### config.mk
export PLATFORM = sky130hd
export DESIGN_NAME = modem_status_reg
export DESIGN_NICKNAME = d
export VERILOG_FILES = /design/src/rtl/msr_pkg.sv /design/src/rtl/msr_sync.sv /design/src/rtl/msr_datapath.sv /design/src/rtl/msr_control.sv /design/src/rtl/modem_status_reg.sv
export SDC_FILE = /design/constraint.sdc
export NUM_CORES = 1
export LEC_CHECK = 0
export BUFFER_PORTS_ARGS = -buffer_cell sky130_fd_sc_hd__buf_2
export CELL_PAD_IN_SITES_DETAIL_PLACEMENT = 0
export CELL_PAD_IN_SITES_GLOBAL_PLACEMENT = 2
export CORE_ASPECT_RATIO = 1.2
export CORE_MARGIN = 3
export CORE_UTILIZATION = 28
export CTS_CLUSTER_DIAMETER = 150
export CTS_CLUSTER_SIZE = 20
export DETAILED_ROUTE_END_ITERATION = 10
export GPL_TIMING_DRIVEN = 0
export PLACE_DENSITY = 0.82
export SLEW_MARGIN = 0
export SYNTH_ARGS = -nofsm -noshare
export SYNTH_HDL_FRONTEND = slang
export SYNTH_SLANG_ARGS = --single-unit
### constraint.sdc
create_clock -name clk -period 0.9 [get_ports clk]
set_input_delay 0.045 -clock clk [delete_from_list [all_inputs] [get_ports clk]]
set_output_delay 0.045 -clock clk [all_outputs]
set_load 0.02 [all_outputs]
### src/rtl/msr_pkg.sv
package msr_pkg;
  localparam int NUM_LINES = 4;
  localparam int IDX_CTS = 0;
  localparam int IDX_DSR = 1;
  localparam int IDX_RI  = 2;
  localparam int IDX_DCD = 3;

  // strobes from control to datapath
  typedef struct packed {
    logic [NUM_LINES-1:0] setFlag;
    logic                 clrFlags;
  } msrStrobes_t;
endpackage

### src/rtl/msr_sync.sv
module msr_sync #(
  parameter int STAGES = 2,
  parameter int WIDTH = 4,
  parameter logic [WIDTH-1:0] RESET_VAL = '1
) (
  input  logic             clk,
  input  logic             rstN,
  input  logic [WIDTH-1:0] din,
  output logic [WIDTH-1:0] dout
);
  logic [WIDTH-1:0] stage [STAGES];

  for (genvar g = 0; g < STAGES; g++) begin : gStage
    if (g == 0) begin : gFirst
      always_ff @(posedge clk or negedge rstN) begin
        if (!rstN) stage[g] <= RESET_VAL;
        else       stage[g] <= din;
      end
    end else begin : gNext
      always_ff @(posedge clk or negedge rstN) begin
        if (!rstN) stage[g] <= RESET_VAL;
        else       stage[g] <= stage[g-1];
      end
    end
  end

  assign dout = stage[STAGES-1];
endmodule

### src/rtl/msr_datapath.sv
module msr_datapath
  import msr_pkg::*;
#(
  parameter int SYNC_STAGES = 2
) (
  input  logic                 clk,
  input  logic                 rstN,
  input  logic [NUM_LINES-1:0] pinN,
  input  logic                 loopEn,
  input  logic [NUM_LINES-1:0] loopBits,
  input  msrStrobes_t          strb,
  output logic [NUM_LINES-1:0] rawCond,
  output logic [NUM_LINES-1:0] curCond,
  output logic [NUM_LINES-1:0] flags
);
  logic [NUM_LINES-1:0] pinSync;

  msr_sync #(
    .STAGES   (SYNC_STAGES),
    .WIDTH    (NUM_LINES),
    .RESET_VAL({NUM_LINES{1'b1}})
  ) uSync (
    .clk (clk),
    .rstN(rstN),
    .din (pinN),
    .dout(pinSync)
  );

  // condition source: control bits in loopback, inverted pins otherwise
  assign rawCond = loopEn ? loopBits : ~pinSync;

  always_ff @(posedge clk or negedge rstN) begin
    if (!rstN) begin
      curCond <= '0;
      flags   <= '0;
    end else begin
      curCond <= rawCond;
      // a new set wins over a clear on the same edge
      flags   <= (flags & ~{NUM_LINES{strb.clrFlags}}) | strb.setFlag;
    end
  end
endmodule

### src/rtl/msr_control.sv
module msr_control
  import msr_pkg::*;
(
  input  logic [NUM_LINES-1:0] rawCond,
  input  logic [NUM_LINES-1:0] curCond,
  input  logic [NUM_LINES-1:0] flags,
  input  logic                 rdStb,
  input  logic                 msIntEn,
  input  logic                 autoCtsEn,
  output msrStrobes_t          strb,
  output logic                 irq
);
  logic [NUM_LINES-1:0] setVec;
  logic [NUM_LINES-1:0] irqMask;

  for (genvar i = 0; i < NUM_LINES; i++) begin : gEdge
    if (i == IDX_RI) begin : gTrail
      // condition dropping means the pin went high
      assign setVec[i] = curCond[i] & ~rawCond[i];
    end else begin : gAny
      assign setVec[i] = curCond[i] ^ rawCond[i];
    end
    if (i == IDX_CTS) begin : gCtsMask
      assign irqMask[i] = ~autoCtsEn;
    end else begin : gNoMask
      assign irqMask[i] = 1'b1;
    end
  end

  always_comb begin
    strb          = '0;
    strb.setFlag  = setVec;
    strb.clrFlags = rdStb;
  end

  assign irq = msIntEn & (|(flags & irqMask));
endmodule

### src/rtl/modem_status_reg.sv
module modem_status_reg
  import msr_pkg::*;
#(
  parameter int SYNC_STAGES = 2
) (
  input  logic       clk,
  input  logic       rstN,
  input  logic       ctsN,
  input  logic       dsrN,
  input  logic       riN,
  input  logic       dcdN,
  input  logic       loopEn,
  input  logic       loopRts,
  input  logic       loopDtr,
  input  logic       loopOut1,
  input  logic       loopOut2,
  input  logic       autoCtsEn,
  input  logic       msIntEn,
  input  logic       rdStb,
  output logic [7:0] statusOut,
  output logic       msIrq
);
  logic [NUM_LINES-1:0] pinN;
  logic [NUM_LINES-1:0] loopBits;
  logic [NUM_LINES-1:0] rawCond;
  logic [NUM_LINES-1:0] curCond;
  logic [NUM_LINES-1:0] flags;
  msrStrobes_t          strb;

  assign pinN     = {dcdN, riN, dsrN, ctsN};
  assign loopBits = {loopOut2, loopOut1, loopDtr, loopRts};

  msr_datapath #(.SYNC_STAGES(SYNC_STAGES)) uDp (
    .clk     (clk),
    .rstN    (rstN),
    .pinN    (pinN),
    .loopEn  (loopEn),
    .loopBits(loopBits),
    .strb    (strb),
    .rawCond (rawCond),
    .curCond (curCond),
    .flags   (flags)
  );

  msr_control uCtl (
    .rawCond  (rawCond),
    .curCond  (curCond),
    .flags    (flags),
    .rdStb    (rdStb),
    .msIntEn  (msIntEn),
    .autoCtsEn(autoCtsEn),
    .strb     (strb),
    .irq      (msIrq)
  );

  assign statusOut = {curCond, flags};
endmodule

Word-level counts from Yosys, hierarchy flattened
Index checks and enable logic that the tools add are counted.
- logic and storage cells: 18
- register bits after elaboration: 16
- reduce and logical (&&, ||, !) cells: 1
- bitwise logic cells: 12
- mux-type cells: 1
- operator list (operator ; number):
    $and A4 B4 Y4 ; 2
    $not A4 Y4 ; 2
    $mux W4 ; 1
    $or A4 B4 Y4 ; 1
    $reduce_or A4 Y1 ; 1
    $xor A1 B1 Y1 ; 3
    $and A1 B1 Y1 ; 2
    $not A1 Y1 ; 2

Depth between registers and ports, before layout
Gate-level depths: netlist (run 1).
- depth in word-level cells: 5
- depth in mapped cells: 3

Cells and area by module
From an unflattened synthesis (run 1), not the netlist that was laid out.
- cell total of the unflattened synthesis: 40
- area, all modules: 566.8 µm²
- modules (own cells, without submodules) (module ; seq. area each (µm²) ; area each (µm²) ; instances ; cells an instance):
    msr_datapath ; 200.2 ; 269.0 ; 1 ; 21
    msr_sync ; 210.2 ; 240.2 ; 1 ; 12
    msr_control ; 0.0 ; 57.6 ; 1 ; 7

Least setup slack after synthesis (run 1)
No wires, ideal clock.
- kind: register to output
- from: register uDp.flags[0]
- to: output msIrq
- setup slack: -0.131 ns
- data required time: 0.855 ns
- cell stages (with the launch flop): 3
- arrival: 0.986 ns
- buffers on the path: 0
- path through: dfrtp_1 nor2b_1 o41a_1
- longest elaborated chain between the ends: 3
- ends and longest elaborated chain (element ; RTL line ; source):
    start: declaration ; msr_datapath.sv:14 ; output logic [NUM_LINES-1:0] flags
    start signal: assignment ; msr_datapath.sv:39 ; flags <= (flags & ~{NUM_LINES{strb.clrFlags}}) | strb.setFlag;
    $and A4 B4 Y4 ; msr_control.sv:36 ; assign irq = msIntEn & (|(flags & irqMask));
    $reduce_or A4 Y1 ; msr_control.sv:36 ;
    $and A1 B1 Y1 ; msr_control.sv:36 ;
    end: declaration ; modem_status_reg.sv:21 ; output logic msIrq
Every way passes these cells.

Worst setup path in the final report (run 1)
- from: register uDp.flags[1]
- to: output msIrq
The elaborated chain is that of the path after synthesis.

==> key figures, run 1 <==
Status
  • Result of the run: finished with violations
  • Violations in the final reports: negative setup slack

Global routing
  • GRT Resource Usage Total: 7.87%
  • Antenna violations before repair: 0
  • Pin count of the biggest net entering global routing: 17
  • Total gr overflow: 0
  • Wire length of the first global-routing pass: 1500 um
  • Vias in the first global route: 394

Logic synthesis
  • Synth top area cells: sky130_fd_sc_hd__dfstp_2 (37%), sky130_fd_sc_hd__dfrtp_1 (35%), sky130_fd_sc_hd__mux2i_1 (8.8%)
  • Cell accounting for the most synthesized area: sky130_fd_sc_hd__dfstp_2
  • YS warnings: 0
  • Synthesis-stage register bit count: 16
  • Post-synth ARST share: 100%
  • Top-area cell type share of the netlist area: between 30% and 40%
  • Most numerous cell types in the synthesized netlist: sky130_fd_sc_hd__dfrtp_1 (8), sky130_fd_sc_hd__dfstp_2 (8), sky130_fd_sc_hd__nor2b_1 (7), sky130_fd_sc_hd__mux2i_1 (5), sky130_fd_sc_hd__inv_1 (4)
  • Cell count after synthesis: slightly above 40
  • Prevailing post-synth register cell: sky130_fd_sc_hd__dfstp_2
  • Number of synthesized flops with an enable pin: 0
  • Average footprint of a synthesized cell: about 14 um^2
  • Unique cell type count in the Yosys netlist: 10
  • Net Count, Synth: between 50 and 60
  • Syn Std Cell Area: about 570 um^2
  • Sequential share of the synthesized area: 72.6%

Floorplan
  • Starting Density: 30.2%
  • Die area: 2600 um^2
  • Placeable Area: between 1500 and 2000 um^2
  • Core Rows: 17
  • Vert. Die Dim: 55.2 um
  • Width of the chip: 47.0 um
  • Number of ports placed on the die boundary: 23

Final layout
  • Fill cells: 179
  • Share of the core filled with cells in the final layout: 46.5%
  • Count of nets after finishing: a little over 90
  • Share of layout cells above drive strength 1: between 50% and 60%
  • Antenna diodes: 0
  • Area growth, synth to finish: 53.8%

CTS
  • CTS Buffer Depth: 2
  • Number of H-tree levels: 1
  • TritonCTS buffer count: 3
  • Clock insertion delay at the later pin of the skew report: 280 ps
  • Clock tree from TritonCTS: built
  • Clock Sink Count: 16
  • CTS clock-pin slew for the worst setup and hold paths: 90 ps
  • Root Buffer Master: sky130_fd_sc_hd__clkbuf_4

Worst setup path
  • First element of the critical path: uDp.flags[1]
  • Startpoint type of the worst setup path: flip-flop
  • Total stage count of the critical path: 2
  • Count of buffer and inverter cells on the critical path: 1
  • Sequence of cells on the critical path: o41a_1 -> buf_6
  • Required time worst endpoint: 850 ps
  • Worst-path maximum fanout: 3
  • Slowest cell on the critical path: sky130_fd_sc_hd__o41a_1
  • Worst reg2reg path depth: 4
  • Reg2Reg Capture Point: uDp.flags[0]
  • Worst setup path category: reg2out
  • Dominant delay contributor by cell family on the critical path: compound AO/OA/AOI/OAI gates
  • Endpoint type of the worst setup path: primary output
  • Max stage delay on crit path: 420 ps
  • R2R Setup Slk: -50 ps
  • Beginning of the worst register-to-register path: uDp.flags[0]
  • Arrival @ worst endpoint: 1250 ps
  • Setup crit end: msIrq

STA
  • Highest clock rate: 773 MHz
  • Post-route setup slack: -393 ps
  • Relative slew slack: 77.3%
  • Setup violation total in the final timing report: 3
  • Part of the cycle the worst path needs: 144%
  • Count of final max-slew check failures: 0
  • Layout Skew: roughly 0.64 ps
  • Least-Margin Pin Slew: 340 ps
  • Shortest clock period the worst path allows after layout: 1290 ps
  • Unrepaired setup endpoints after global routing: yes
  • Final number of hold-violating endpoints: 0

Drt
  • Vias per std cell: ~4.3
  • Starting DRT DRC Count: 6
  • Post-route antenna net violation count: 0
  • Number of vias in the routed layout: between 400 and 500
  • Met2 Wirelength: 525 um
  • Routed wire length: 990 um
  • DR DRC count: 0
  • Post-Route M1 WL: 390 um
  • Total met3 wirelength after detailed routing: 73 um
  • Detailed-router iteration count before antenna repair: 2
  • Uppermost signal routing layer after detailed routing: met3
  • Average wire per standard cell: 10.4 um

Power
  • Power density normalized to cell area: approximately 1800 nW/um^2
  • Total power: approximately 0.0016 W
  • Max IR drop VDD: 1.04 mV
  • Leakage power figure: 0.424 nW

Placed design
  • Number of buffers inserted by port buffering: 22
  • Final HPWL DP: 703 um
  • Gp weighted congestion: 0.636

Flow run
  • Number of max-cap violations: 0

Worst hold path
  • Hold Crit Depth: 3
  • Type of the worst min-delay path: in2reg
-- registers in the layout, indices dropped and copies added (netlist names) --
name             cells
uDp.uSync.stage      4
uDp.curCond          4
uDp.uSync.dout       4
uDp.flags            4
-- cells by family after synthesis --
group | count (synthesis) | share of synthesized area, %
muxes | 5 | 8.85
and+or+nand+nor | 12 | 11.1
DFF | 16 | 72.6
buffers and inverters | 4 | 2.65
AOI/OAI and AO/OA | 4 | 4.87
-- cell usage in the layout, fill, tap and decap left out --
cell                            netlist  routed
sky130_fd_sc_hd__buf_2                0      16
sky130_fd_sc_hd__dfrtp_1              8       8
sky130_fd_sc_hd__dfstp_2              8       8
sky130_fd_sc_hd__dlygate4sd3_1        0       6
sky130_fd_sc_hd__buf_6                0       6
sky130_fd_sc_hd__mux2i_1              5       5
sky130_fd_sc_hd__nor2b_1              7       5
sky130_fd_sc_hd__inv_1                4       4
sky130_fd_sc_hd__nor2_1               3       3
sky130_fd_sc_hd__clkbuf_4             0       3
sky130_fd_sc_hd__buf_4                0       3
sky130_fd_sc_hd__nand2_1              2       2
sky130_fd_sc_hd__o22ai_1              1       1
sky130_fd_sc_hd__o21ai_2              0       1
sky130_fd_sc_hd__nor2b_4              0       1
sky130_fd_sc_hd__o21ai_1              0       1
sky130_fd_sc_hd__o41a_1               1       1
sky130_fd_sc_hd__nor2b_2              0       1
sky130_fd_sc_hd__clkbuf_8             0       1
-- layer usage --
metal,global-route usage [%],vias up
met2,12.8,14
met5,0,-
met4,3.56,0
li1,-,203
met3,2.93,0
met1,8.67,189
-- power breakdown --
part           switching, W  internal, W  leakage (nW)
Combinational      0.000140     0.000163         0.227
Clock              0.000211     0.000246        0.0210
Sequential        0.0000316     0.000789         0.176
Total              0.000382      0.00120         0.424
-- stage by stage --
step / TNS (ps) / area [um^2] / cells / hold WS (ps) / worst slack, ps
finish: -493 / 870 / 95 / 8.95 / -393
global route: -716 / 870 / 95 / 19.4 / -437
CTS: -554 / 810 / 93 / 29.1 / -410
detailed placement: -104 / 699 / 82 / -30.6 / -95.4
global placement: -92.5 / 699 / 82 / -33.6 / -92.5
floorplan: -131 / 566 / 41 / -251 / -131
-- final cells by class --
cell class | count | area [um^2] | share of cell area (%)
sequential | 16 | 410 | 47.2
timing repair buffer | 31 | 230 | 26.5
multi-input combinational | 21 | 154 | 17.7
clock buffer | 4 | 36.3 | 4.17
tap | 19 | 23.8 | 2.73
inverter | 4 | 15.0 | 1.73
-- repair_timing --
action	in CTS	in global routing
endpoints found under the setup margin	3	12
endpoints found under the hold margin	21	0
buffers inserted	1	2
resized for setup	3	15
gates cloned	0	0
hold buffers	6	0
-- how the worst min path moves through the flow --
| stage | startpoint | end | slack [ps] |
|---|---|---|---|
| 2_1_floorplan | rstN | uDp.curCond[0] | -250 |
| 3_3_place_gp | rstN | uDp.curCond[0] | -30 |
| 3_5_place_dp | rstN | uDp.flags[0] | -30 |
| 4_1_cts | loopOut1 | uDp.curCond[2] | 30 |
| 5_1_grt | loopDtr | uDp.curCond[1] | 20 |
| 6_report | loopDtr | uDp.curCond[1] | 9 |
-- worst min-delay path: stages --
cell and delay, ps:
sky130_fd_sc_hd__buf_2 80, sky130_fd_sc_hd__nand2_1 60, sky130_fd_sc_hd__o21ai_2 70
Power figures use the tool's default switching activity.
==> run 2: changes to the inputs <==
Settings changed: ABC_AREA set to 1, CAP_MARGIN set to 20, PLACE_DENSITY 0.82 to 0.85.
Clock period 0.9 ns to 1.6 ns, I/O delays scaled along.
==> key figures, run 2 <==
Worst setup path
  • Max stage delay on crit path: 400 ps
  • Startpoint type of the worst setup path: flip-flop
  • Dominant delay contributor by cell family on the critical path: flip-flops
  • Required time worst endpoint: between 1500 and 2000 ps
  • Slowest cell on the critical path: sky130_fd_sc_hd__dfrtp_1
  • Reg2Reg Capture Point: uDp.flags[1]
  • Worst setup path category: reg2out
  • Count of buffer and inverter cells on the critical path: 2
  • Endpoint type of the worst setup path: primary output
  • Beginning of the worst register-to-register path: uDp.uSync.dout[1]
  • Worst reg2reg path depth: 4
  • Arrival @ worst endpoint: around 1100 ps
  • Sequence of cells on the critical path: nor2_1 -> nand3b_1 -> nand2_1 -> inv_1 -> buf_2
  • R2R Setup Slk: 750 ps
  • Worst-path maximum fanout: 3

Logic synthesis
  • Synth top area cells: sky130_fd_sc_hd__dfstp_2 (34%), sky130_fd_sc_hd__dfrtp_1 (32%), sky130_fd_sc_hd__nand2_1 (14%)
  • Library cell with the highest instance count after synthesis: sky130_fd_sc_hd__nand2_1
  • Net Count, Synth: slightly below 80
  • Post-synth ARST share: 100%
  • Cell accounting for the most synthesized area: sky130_fd_sc_hd__dfstp_2
  • Syn Std Cell Area: ~620 um^2
  • Sequential share of the synthesized area: 65.7%
  • Most numerous cell types in the synthesized netlist: sky130_fd_sc_hd__nand2_1 (24), sky130_fd_sc_hd__inv_1 (9), sky130_fd_sc_hd__dfrtp_1 (8), sky130_fd_sc_hd__dfstp_2 (8), sky130_fd_sc_hd__nand3_1 (7)
  • Cell count after synthesis: 64
  • Number of synthesized flops with an enable pin: 0
  • Unique cell type count in the Yosys netlist: 10
  • Prevailing post-synth register cell: sky130_fd_sc_hd__dfstp_2
  • Synthesis-stage register bit count: 16
  • Average footprint of a synthesized cell: 9.76 um^2
  • YS warnings: 0
  • Top-area cell type share of the netlist area: between 30% and 40%

Drt
  • Number of vias in the routed layout: around 460
  • Average wire per standard cell: slightly below 9 um
  • Starting DRT DRC Count: 3
  • DR DRC count: 0
  • Vias per std cell: 3.77
  • Routed wire length: 1060 um
  • Post-route antenna net violation count: 0
  • Detailed-router iteration count before antenna repair: 2

STA
  • Relative slew slack: 77.3%
  • Least-Margin Pin Slew: 341 ps
  • Shortest clock period the worst path allows after layout: around 1200 ps
  • Setup violation total in the final timing report: 0
  • Post-route setup slack: 435 ps
  • Sum Neg Setup Slack: 0 ps
  • Final number of hold-violating endpoints: 0
  • Unrepaired setup endpoints after global routing: no
  • Part of the cycle the worst path needs: 72.8%
  • Fin Hold WS: between 20 and 30 ps
  • Highest clock rate: roughly 860 MHz
  • Layout Skew: 2.94 ps
  • Count of final max-slew check failures: 0

Global routing
  • Vias in the first global route: 432
  • Pin count of the biggest net entering global routing: 17
  • Total gr overflow: 0
  • Wire length of the first global-routing pass: 1790 um
  • Antenna violations before repair: 0
  • GRT Resource Usage Total: 8.36%

Floorplan
  • Width of the chip: just under 50 um
  • Starting Density: 29.8%
  • Number of ports placed on the die boundary: 23
  • Placeable Area: 2090 um^2
  • Core Rows: 18
  • Die area: around 2800 um^2
  • Vert. Die Dim: 57.7 um

Worst hold path
  • Hold Crit Depth: 3
  • Type of the worst min-delay path: in2reg
  • Hold Crit Start: loopOut1
  • Worst Hold Path EP: uDp.curCond[2]

Final layout
  • Top library cells by usage in the layout, fill and taps aside: sky130_fd_sc_hd__nand2_1 (24), sky130_fd_sc_hd__buf_2 (21), sky130_fd_sc_hd__inv_1 (9), sky130_fd_sc_hd__dfrtp_1 (8), sky130_fd_sc_hd__dfstp_2 (8)
  • Share of layout cells above drive strength 1: 36.6%
  • Area growth, synth to finish: 34.5%
  • Count of nets after finishing: 109
  • Antenna diodes: 0
  • Commonest non-fill, non-tap cell in the layout: sky130_fd_sc_hd__nand2_1
  • Number of cells in the finished layout apart from fillers: 123

Placed design
  • Final HPWL DP: 813 um
  • Post-place setup slack: ~700 ps
  • Placed instance count: 115
  • Number of buffers inserted by port buffering: 21
  • Gp weighted congestion: 0.657

CTS
  • Number of H-tree levels: 1
  • CTS Buffer Depth: 2
  • Clock insertion delay at the later pin of the skew report: 270 ps
  • TritonCTS buffer count: 3
  • Clock Sink Count: 16
  • Root Buffer Master: sky130_fd_sc_hd__clkbuf_4
  • Clock tree from TritonCTS: built
  • CTS clock-pin slew for the worst setup and hold paths: 80 ps

Power
  • Power density normalized to cell area: 940 nW/um^2
  • Leakage power figure: between 0.4 and 0.5 nW
  • Max IR drop VDD: 0.428 mV

Flow run
  • Number of max-cap violations: 0

Status
  • Result of the run: complete, no violations
[run 2: cell types whose count changed in the layout (fill, tap and decap cells not counted), moves of 4 or more]
cell and delta:
sky130_fd_sc_hd__inv_1 +5, sky130_fd_sc_hd__nand3b_1 +4, sky130_fd_sc_hd__buf_2 +5, sky130_fd_sc_hd__nand3_1 +7, sky130_fd_sc_hd__nor2b_1 -5, sky130_fd_sc_hd__buf_6 -5
sky130_fd_sc_hd__mux2i_1 -5, sky130_fd_sc_hd__nand2_1 +22
[run 2: repair_timing]
action                                 4_1_cts  5_1_grt
endpoints found under the hold margin       20        0
hold buffers                                 5        0
buffers inserted                             0        0
resized for setup                            0        0
[run 2: area by class of cell]
type	instances	area, um^2
fill	231	1250
sequential	16	410
multi-input combinational	37	165
timing repair buffer	26	155
inverter	10	37.5
tap	30	37.5
clock buffer	3	22.5
buffer	1	11.3
[run 2: power breakdown]
part           total, W  switching, W  internal [W]
Combinational  0.000135     0.0000782     0.0000572
Clock          0.000195      0.000108     0.0000870
Sequential     0.000459     0.0000162      0.000443
Total          0.000790      0.000202      0.000587
[run 2: tightest hold or removal path, delay by kind of cell]
| family | cells | cell delay, ps |
|---|---|---|
| buffers and inverters | 1 | 70 |
| and+or+nand+nor | 2 | 110 |
[run 2: kinds of logic (layout without fill, tap and decap cells)]
group,Yosys count,in the layout,synth area share [%]
buffers and inverters,11,40,7.81
flip-flops,16,16,65.7
AND/OR/NAND/NOR,37,37,26.5
[run 2: how the worst max path moves through the flow]
| stage | startpoint | endpoint | slack (ps) | cells past startpoint |
|---|---|---|---|---|
| detailed placement | uDp.flags[2] | msIrq | 710 | 5 |
| global placement | uDp.flags[2] | msIrq | 710 | 5 |
| floorplan | uDp.flags[2] | msIrq | 740 | 4 |
| CTS | uDp.flags[2] | msIrq | 400 | 5 |
| global route | uDp.flags[2] | msIrq | 330 | 5 |
| finish | uDp.flags[2] | msIrq | 440 | 5 |
[run 2: per-stage QoR]
stage          instance area [um^2]  utilization [%]  total power [W]
2_1_floorplan                   624                -         0.000540
3_3_place_gp                    767             36.6         0.000594
3_5_place_dp                    767             36.6         0.000597
4_1_cts                         840             40.1         0.000809
5_1_grt                         840             40.1         0.000844
6_report                        840             40.1         0.000790
[run 2: metal layers]
metal	track usage (%)	routed length, um	vias to the layer above
met1	9.88	444	197
li1	-	-	254
met4	6.10	14	0
met5	0	0	-
met2	13.2	539	11
met3	2.06	66	2
==> run 3: changes to the inputs <==
Settings changed: ABC_AREA 1 to 0, PLACE_DENSITY 0.85 to 0.82.
Clock period 1.6 ns to 1.2 ns, I/O delays scaled along.
==> key figures, run 3 (synthesis results as in run 1) <==
Final layout
  • Antenna diodes: 0
  • Top library cells by usage in the layout, fill and taps aside: sky130_fd_sc_hd__buf_2 (21), sky130_fd_sc_hd__dfrtp_1 (8), sky130_fd_sc_hd__dfstp_2 (8), sky130_fd_sc_hd__nor2b_1 (7)
  • Area growth, synth to finish: 42.7%
  • Fill cells: roughly 180
  • Finished layout cell area: 807 um^2
  • Share of layout cells above drive strength 1: between 40% and 50%
  • Count of nets after finishing: 89
  • Multi-input gate area in the final layout: about 140 um^2
  • Commonest non-fill, non-tap cell in the layout: sky130_fd_sc_hd__buf_2
  • Flip-flop and latch area: 410 um^2

STA
  • Least-Margin Pin Slew: between 300 and 400 ps
  • Final number of hold-violating endpoints: 0
  • Count of final max-slew check failures: 0
  • Highest clock rate: ~770 MHz
  • Shortest clock period the worst path allows after layout: 1310 ps
  • Fin Hold WS: 19.4 ps
  • Setup violation total in the final timing report: 1
  • Post-route setup slack: -106 ps
  • Relative slew slack: 77.2%
  • Unrepaired setup endpoints after global routing: yes
  • Part of the cycle the worst path needs: 109%
  • Layout Skew: just under 6 ps

CTS
  • TritonCTS buffer count: 3
  • CTS clock-pin slew for the worst setup and hold paths: 90 ps
  • Root Buffer Master: sky130_fd_sc_hd__clkbuf_4
  • Clock tree from TritonCTS: built
  • CTS Buffer Depth: 2
  • Clock insertion delay at the later pin of the skew report: 280 ps
  • Number of H-tree levels: 1
  • Clock Sink Count: 16

Worst setup path
  • Worst-path maximum fanout: 2
  • Beginning of the worst register-to-register path: uDp.flags[0]
  • Max stage delay on crit path: 380 ps
  • R2R Setup Slk: 270 ps
  • Endpoint type of the worst setup path: primary output
  • Required time worst endpoint: 1140 ps
  • Worst setup path category: reg2out
  • Sequence of cells on the critical path: nor2b_1 -> o41a_1 -> buf_6
  • Slowest cell on the critical path: sky130_fd_sc_hd__dfrtp_1
  • Reg2Reg Capture Point: uDp.flags[0]
  • Startpoint type of the worst setup path: flip-flop
  • Arrival @ worst endpoint: between 1000 and 1500 ps
  • Worst reg2reg path depth: 4

Drt
  • Routed wire length: 1020 um
  • Detailed-router iteration count before antenna repair: 4
  • DR DRC count: 0
  • Average wire per standard cell: 10.9 um
  • Post-route antenna net violation count: 0
  • Vias per std cell: 4.26
  • Starting DRT DRC Count: 5
  • Number of vias in the routed layout: 396

Floorplan
  • Core Rows: 17
  • Die area: between 2000 and 3000 um^2
  • Number of ports placed on the die boundary: 23
  • Width of the chip: approximately 47 um
  • Vert. Die Dim: 55.2 um
  • Placeable Area: 1870 um^2
  • Starting Density: a little under a third

Global routing
  • Wire length of the first global-routing pass: 1660 um
  • Vias in the first global route: 411
  • Pin count of the biggest net entering global routing: 17
  • Antenna violations before repair: 0
  • GRT Resource Usage Total: 9.37%
  • Total gr overflow: 0

Worst hold path
  • Worst Hold Path EP: uDp.flags[2]
  • Type of the worst min-delay path: in2reg
  • Hold Crit Start: rdStb
  • Hold Crit Depth: 2

Power
  • Internal Pwr Total: around 0.00087 W
  • Max IR drop VDD: 0.737 mV
  • Power density normalized to cell area: around 1400 nW/um^2
  • Combinational cell fraction of total power: 16.7%
  • Switching share of power: 24.5%
  • Leakage power figure: between 0.3 and 0.4 nW
  • Part of the total power dissipated in sequential elements: 53.1%
  • Net switching component of the power: roughly 0.00028 W
  • Power share of the clock group: 30.1%

Placed design
  • Number of buffers inserted by port buffering: 22
  • Gp weighted congestion: 0.650
  • Cell area after placement: 699 um^2

Status
  • Violations in the final reports: negative setup slack
  • Result of the run: finished with violations

Flow run
  • Number of max-cap violations: 0
[run 3: per-layer routing]
metal,up-vias,GRT usage (%),routed length (um)
met4,0,7.11,13
met1,183,9.87,396
li1,197,-,-
met5,-,0,0
met3,2,2.93,67
met2,14,14.6,537
[run 3: area by class of cell]
| class | count | area share, % |
|---|---|---|
| Clock buffer | 4 | 4.50 |
| Timing Repair Buffer | 29 | 22.5 |
| Multi-Input combinational cell | 21 | 17.4 |
| Inverter | 4 | 1.86 |
| Tap cell | 19 | 2.95 |
| Sequential cell | 16 | 50.9 |
[run 3: worst max path at each step]
stage | start | slack, ps | to | cells past startpoint
after CTS | uDp.flags[0] | -120 | msIrq | 3
after global routing | uDp.flags[0] | -160 | msIrq | 3
final | uDp.flags[0] | -110 | msIrq | 3
after floorplan | uDp.flags[0] | 150 | msIrq | 2
after global placement | uDp.flags[0] | 190 | msIrq | 3
after detailed placement | uDp.flags[0] | 190 | msIrq | 3
[run 3: critical path, delay by kind of cell, from the launching register on]
family / cells / cell delay [ps]
buffers and inverters: 1 / 140
flip-flops: 1 / 380
AO/OA/AOI/OAI: 1 / 320
AND/OR/NAND/NOR: 1 / 130
[run 3: per-stage QoR]
stage | cells | power, W | worst slack, ps | TNS [ps] | utilization (%)
floorplan | 41 | 0.000711 | 154 | 0 | -
global placement | 82 | 0.000783 | 193 | 0 | 37.4
detailed placement | 82 | 0.000788 | 193 | 0 | 37.4
CTS | 93 | 0.00117 | -123 | -123 | 43.1
global route | 93 | 0.00122 | -160 | -160 | 43.1
finish | 93 | 0.00115 | -106 | -106 | 43.1
[run 3: power groups by stage]
stage | registers (W) | logic, W | clock network (W)
floorplan | 0.000656 | 0.0000550 | 0
global placement | 0.000620 | 0.000163 | 0
detailed placement | 0.000622 | 0.000166 | 0
CTS | 0.000611 | 0.000197 | 0.000363
global route | 0.000616 | 0.000216 | 0.000388
finish | 0.000610 | 0.000192 | 0.000346
[run 3: repair_timing]
action | 4_1_cts | 5_1_grt
endpoints found under the hold margin | 20 | 0
setup endpoints to repair | 1 | 1
pin swaps | 0 | 0
hold buffers | 5 | 0
setup buffers | 2 | 0
gates resized for setup | 2 | 0
